[src/rtl/gpio_port_pkg.sv]
package gpio_port_pkg;

    localparam int REG_ADDR_W = 2;

    typedef enum logic [REG_ADDR_W-1:0] {
        OFS_DIR  = 2'd0,
        OFS_DATA = 2'd1,
        OFS_PIN  = 2'd2,
        OFS_PULL = 2'd3
    } reg_ofs_e;

endpackage

[src/rtl/gpio_port_sync.sv]
module gpio_port_sync #(
    parameter int W      = 8,
    parameter int STAGES = 2
) (
    input  logic         clk,
    input  logic         rst_n,
    input  logic [W-1:0] async_in,
    output logic [W-1:0] sync_out
);
    localparam int LAST = STAGES - 1;

    logic [STAGES-1:0][W-1:0] stage_d, stage_q;

    always_comb begin
        stage_d[0] = async_in;
        for (int i = 1; i < STAGES; i++) begin
            stage_d[i] = stage_q[i-1];
        end
    end

    always_ff @(posedge clk or negedge rst_n) begin
        if (!rst_n) stage_q <= '0;
        else        stage_q <= stage_d;
    end

    assign sync_out = stage_q[LAST];
endmodule

[src/rtl/gpio_port_regs.sv]
module gpio_port_regs
    import gpio_port_pkg::*;
#(
    parameter int W = 8
) (
    input  logic                  clk,
    input  logic                  rst_n,
    input  logic                  hw_stby,
    input  logic                  sw_stby,
    input  logic                  wr_en,
    input  logic [REG_ADDR_W-1:0] wr_addr,
    input  logic [W-1:0]          wr_data,
    output logic [W-1:0]          dir_o,
    output logic [W-1:0]          data_o,
    output logic [W-1:0]          pull_o
);
    typedef struct packed {
        logic [W-1:0] dir;
        logic [W-1:0] data;
        logic [W-1:0] pull;
    } regs_t;

    regs_t r_d, r_q;

    always_comb begin
        r_d = r_q;
        if (hw_stby) begin
            r_d = '0;
        end else if (wr_en && !sw_stby) begin
            case (reg_ofs_e'(wr_addr))
                OFS_DIR:  r_d.dir  = wr_data;
                OFS_DATA: r_d.data = wr_data;
                OFS_PULL: r_d.pull = wr_data;
                default:  ;
            endcase
        end
    end

    always_ff @(posedge clk or negedge rst_n) begin
        if (!rst_n) r_q <= '0;
        else        r_q <= r_d;
    end

    assign dir_o  = r_q.dir;
    assign data_o = r_q.data;
    assign pull_o = r_q.pull;
endmodule

[src/rtl/gpio_port_padmux.sv]
module gpio_port_padmux #(
    parameter int W = 8
) (
    input  logic         single_chip,
    input  logic [W-1:0] dir,
    input  logic [W-1:0] data,
    input  logic [W-1:0] pull,
    input  logic         bus_drive,
    input  logic [W-1:0] bus_wdata,
    output logic [W-1:0] oe,
    output logic [W-1:0] out,
    output logic [W-1:0] pu
);
    for (genvar i = 0; i < W; i++) begin : g_bit
        always_comb begin
            if (single_chip) begin
                oe[i]  = dir[i];
                out[i] = data[i];
                pu[i]  = pull[i] & ~dir[i];
            end else begin
                oe[i]  = bus_drive;
                out[i] = bus_wdata[i];
                pu[i]  = 1'b0;
            end
        end
    end
endmodule

[src/rtl/modal_gpio_port.sv]
module modal_gpio_port
    import gpio_port_pkg::*;
#(
    parameter int WIDTH       = 8,
    parameter int SYNC_STAGES = 2
) (
    input  logic                  clk,
    input  logic                  rst_n,
    input  logic                  single_chip,
    input  logic                  hw_stby,
    input  logic                  sw_stby,
    input  logic [REG_ADDR_W-1:0] reg_addr,
    input  logic                  reg_wr,
    input  logic [WIDTH-1:0]      reg_wdata,
    output logic [WIDTH-1:0]      reg_rdata,
    input  logic                  xbus_drive,
    input  logic [WIDTH-1:0]      xbus_wdata,
    output logic [WIDTH-1:0]      xbus_rdata,
    input  logic [WIDTH-1:0]      pad_in,
    output logic [WIDTH-1:0]      pad_out,
    output logic [WIDTH-1:0]      pad_oe,
    output logic [WIDTH-1:0]      pad_pu
);
    logic [WIDTH-1:0] dir_q, data_q, pull_q, pin_sync;

    gpio_port_regs #(.W(WIDTH)) u_regs (
        .clk     (clk),
        .rst_n   (rst_n),
        .hw_stby (hw_stby),
        .sw_stby (sw_stby),
        .wr_en   (reg_wr),
        .wr_addr (reg_addr),
        .wr_data (reg_wdata),
        .dir_o   (dir_q),
        .data_o  (data_q),
        .pull_o  (pull_q)
    );

    gpio_port_sync #(.W(WIDTH), .STAGES(SYNC_STAGES)) u_sync (
        .clk      (clk),
        .rst_n    (rst_n),
        .async_in (pad_in),
        .sync_out (pin_sync)
    );

    gpio_port_padmux #(.W(WIDTH)) u_mux (
        .single_chip (single_chip),
        .dir         (dir_q),
        .data        (data_q),
        .pull        (pull_q),
        .bus_drive   (xbus_drive),
        .bus_wdata   (xbus_wdata),
        .oe          (pad_oe),
        .out         (pad_out),
        .pu          (pad_pu)
    );

    // Direction register is write-only: a fixed pattern stands in for it.
    always_comb begin
        case (reg_ofs_e'(reg_addr))
            OFS_DIR:  reg_rdata = '1;
            OFS_DATA: reg_rdata = data_q;
            OFS_PIN:  reg_rdata = pin_sync;
            default:  reg_rdata = pull_q;
        endcase
    end

    assign xbus_rdata = pad_in;
endmodule

[config.mk]
export PLATFORM = sky130hd
export DESIGN_NAME = modal_gpio_port
export DESIGN_NICKNAME = d
export VERILOG_FILES = /design/src/rtl/gpio_port_pkg.sv /design/src/rtl/gpio_port_sync.sv /design/src/rtl/gpio_port_regs.sv /design/src/rtl/gpio_port_padmux.sv /design/src/rtl/modal_gpio_port.sv
export SDC_FILE = /design/constraint.sdc
export NUM_CORES = 1
export LEC_CHECK = 0
export BUFFER_PORTS_ARGS = -buffer_cell sky130_fd_sc_hd__buf_2
export CAP_MARGIN = 25
export CORE_UTILIZATION = 50
export DETAILED_ROUTE_END_ITERATION = 10
export HOLD_SLACK_MARGIN = 0.15
export PLACE_DENSITY = 0.91
export SLEW_MARGIN = 10
export SYNTH_ARGS = -nofsm -noshare
export SYNTH_HDL_FRONTEND = slang
export SYNTH_HIERARCHICAL = 1
export SYNTH_SLANG_ARGS = --single-unit
[constraint.sdc]
create_clock -name clk -period 0.9 [get_ports clk]
set_input_delay 0.135 -clock clk [delete_from_list [all_inputs] [get_ports clk]]
set_output_delay 0.135 -clock clk [all_outputs]
set_load 0.03 [all_outputs]
==> results.py <==
metrics = {
    "pwr": {
        "p_leak_nw": 1.724,
        "powerDensity_mw_per_mm2": 1328,
        "ir_drop_v": 0.001252,
    },
    "layout": {
        "multi_input_comb_area_mm2": 0.001150,
        "syn2layout_area_growth_pct": 59.63,
        "postLayoutCellArea_mm2": 0.003349,
        "area.sequential_mm2": 0.001001,
        "drive_above_1_share": 0.5856,
        "fillers": 204,
        "fin_nets": 295,
        "antenna_cells": 0,
    },
    "routing": {
        "drtIter0Drc": 76,
        "drt_drc_violations_left": 0,
        "ant_nets": 0,
        "finalWirelength_um": 6076,
        "wl_met1_um": 2495,
        "via_per_inst": 5.364,
        "drt-wirelength-per-cell_um": 19.41,
        "top_layer": "met4",
        "dr.pass1.iters": 4,
        "dr_wl_met2_um": 3212,
        "met3_length_um": 240,
        "via_count": 1679,
    },
    "run_status": {
        "violations": "negative setup slack",
        "status": "finished, violations left",
    },
    "worst_setup_path": {
        "crit_required_ns": 0.76,
        "cp-start-kind": "register",
        "worst_ep_arrival_time_ns": 1.18,
        "worstSetupPathType": "reg2out",
        "cp_max_fo": 2,
        "r2r_slack_ns": -0.10,
        "end_kind": "output pin",
    },
    "sta": {
        "fin_crit_ns": 1.318,
        "finalWorstSetupSlack_ns": -0.4183,
        "holdWs_ns": 0.1666,
        "finalSetupViolCount": 35,
        "relSlewSlack": 0.7145,
        "finalHoldViolCount": 0,
        "finalCritPeriodShare": 1.465,
        "skew_ns": 0.008090,
        "max_freq_ghz": 0.7585,
        "worstMarginPinSlew_ns": 0.4283,
        "drv_slew": 0,
        "grt_setup_unrepaired": "yes",
    },
    "placed_design": {
        "place_congestion": 0.7750,
        "place_area_mm2": 0.002686,
        "numPortBuffers": 72,
        "hpwl_um": 3273,
    },
    "clocking": {
        "clk_path_buf_depth": 2,
        "numCtsBuffers": 5,
        "htreeDepth": 2,
        "cts.clk_slew.worst_paths_ns": 0.09,
        "clock_latency_ns": 0.30,
        "clk_root_buffer_cell": "clkbuf_8",
        "cts_tree": "yes",
        "clock_sinks": 40,
    },
    "logic_synthesis": {
        "ys_types": 15,
        "syn_area_mm2": 0.002098,
        "synth_edf_count": 0,
        "synth-simple-area-share": 0.1491,
        "synth_common_cells": "dfrtp_1 (40), nand2b_1 (33), mux2i_1 (32)",
        "synth_fa_ha_area_frac": 0,
        "synth_top_family_by_area": "multiplexers",
        "synth.most_common_cell": "dfrtp_1",
        "synth_nets": 193,
        "synth-async-reset-ratio": 1.000,
        "synth_seq_area_share": 0.4770,
        "ys_seq_elements": 40,
        "synth.mux.area_fraction": 0.2600,
        "synth-main-ff-cell": "dfrtp_1",
        "synth_warnings": 6,
        "netlist_instances": 160,
        "synth_compound_area_frac": 0.03339,
        "synth_top_area_cell": "dfrtp_1",
        "yosys-top-cells-area": "dfrtp_1 (48%), mux2i_1 (15%), nand2b_1 (9.8%)",
        "avgSynthCellArea_um2": 13.11,
        "synth_top_area_frac": 0.4770,
        "synthXorXnorAreaFrac": 0,
    },
    "global_routing": {
        "antenna_found_initial": 0,
        "grt_max_degree": 41,
        "grtUsageTotal": 0.2841,
        "grt_pass1_vias": 1741,
        "overflow": 0,
        "grt_pass1_wl_um": 8914,
    },
    "run": {
        "maxCapViolCount": 0,
    },
    "floorplan": {
        "fp.dieH_um": 66.78,
        "rows": 23,
        "ios": 73,
        "die_area_mm2": 0.004460,
        "fp.dieW_um": 66.78,
        "floorplan.initialDensity": 0.5208,
        "fp.coreArea_mm2": 0.004029,
    },
    "worst_hold_path": {
        "hold_class": "in2reg",
    },
}
per-stage QoR:
step           std cells  TNS (ns)  setup slack, ns    util  total power [W]
3_3_place_gp         280    -9.258          -0.2735  0.6668         0.002756
2_1_floorplan        160    -1.307          -0.1335       -         0.002522
4_1_cts              308    -11.30          -0.3807  0.8019         0.004389
5_1_grt              313    -13.12          -0.4436  0.8314         0.004613
3_5_place_dp         280    -9.990          -0.2998  0.6668         0.002769
6_report             313    -11.81          -0.4183  0.8314         0.004449
flip-flops by register name (all words and copies together) (netlist names):
name / flops
u_regs/data_o: 8
u_regs/dir_o: 8
u_regs/pull_o: 8
u_sync/stage_d: 8
u_sync/sync_out: 8
metal layers:
layer | global-route usage | up-vias
met5 | 0 | -
li1 | - | 753
met1 | 0.3606 | 862
met4 | 0.1144 | 0
met3 | 0.05308 | 11
met2 | 0.4735 | 53
placed cells by master, fill, tap and decap left out, types with 5 or more instances in the layout:
cell           count
nand2b_4           5
clkbuf_8           5
mux2i_2            7
dfrtp_1           40
buf_4             14
buf_6             47
mux2i_1           24
dlygate4sd3_1      9
buf_2             40
and3b_1            7
buf_12             5
a2bb2oi_4          7
mux2_4            16
nand2b_1          28
layout make-up:
type / instances / area share
repair buffers: 115 / 0.3059
multi-input cells: 100 / 0.3433
clock inverters: 3 / 0.01270
clock buffers: 5 / 0.02055
well taps: 50 / 0.01868
flip-flops and latches: 40 / 0.2988
cell families after synthesis:
logic type,count (synthesis)
mux,48
compound gates,8
buf+inv,20
simple gates,44
flops,40
worst max-delay path: stages, from the launching register on:
cell     delay (ns)
dfrtp_1        0.44
buf_6          0.14
and3b_1        0.17
buf_6          0.14
path summary, 6_finish.rpt:
| check | from | endpoint | cells after the start |
|---|---|---|---|
| max | u_regs/pull_o[6] | pad_pu[6] | 3 |
| min | reg_wdata[0] | u_regs/dir_o[0] | 3 |
| max reg2reg | u_regs/pull_o[3] | u_regs/pull_o[3] | 4 |
| min reg2reg | u_sync/stage_d[13] | u_sync/sync_out[5] | 0 |
| max in group asynchronous | rst_n | u_sync/stage_d[14] | 3 |
| min in group asynchronous | rst_n | u_regs/data_o[2] | 3 |
timing repair:
| action | CTS | global route |
|---|---|---|
| resized for setup | 80 | 17 |
| setup endpoints to repair | 32 | 37 |
| endpoints found under the hold margin | 48 | 0 |
| pin swaps | 8 | 2 |
| buffers inserted | 11 | 8 |
| hold buffers | 9 | 0 |
where the power goes:
group	switching (W)	leakage, nW	internal, W	total (W)
sequential	0.0000400	0.519	0.00185	0.00189
combinational	0.000538	1.15	0.000545	0.00108
clock	0.000651	0.0541	0.000821	0.00147
total	0.00123	1.72	0.00322	0.00445
No activity file was read; power rests on OpenSTA's default activity.
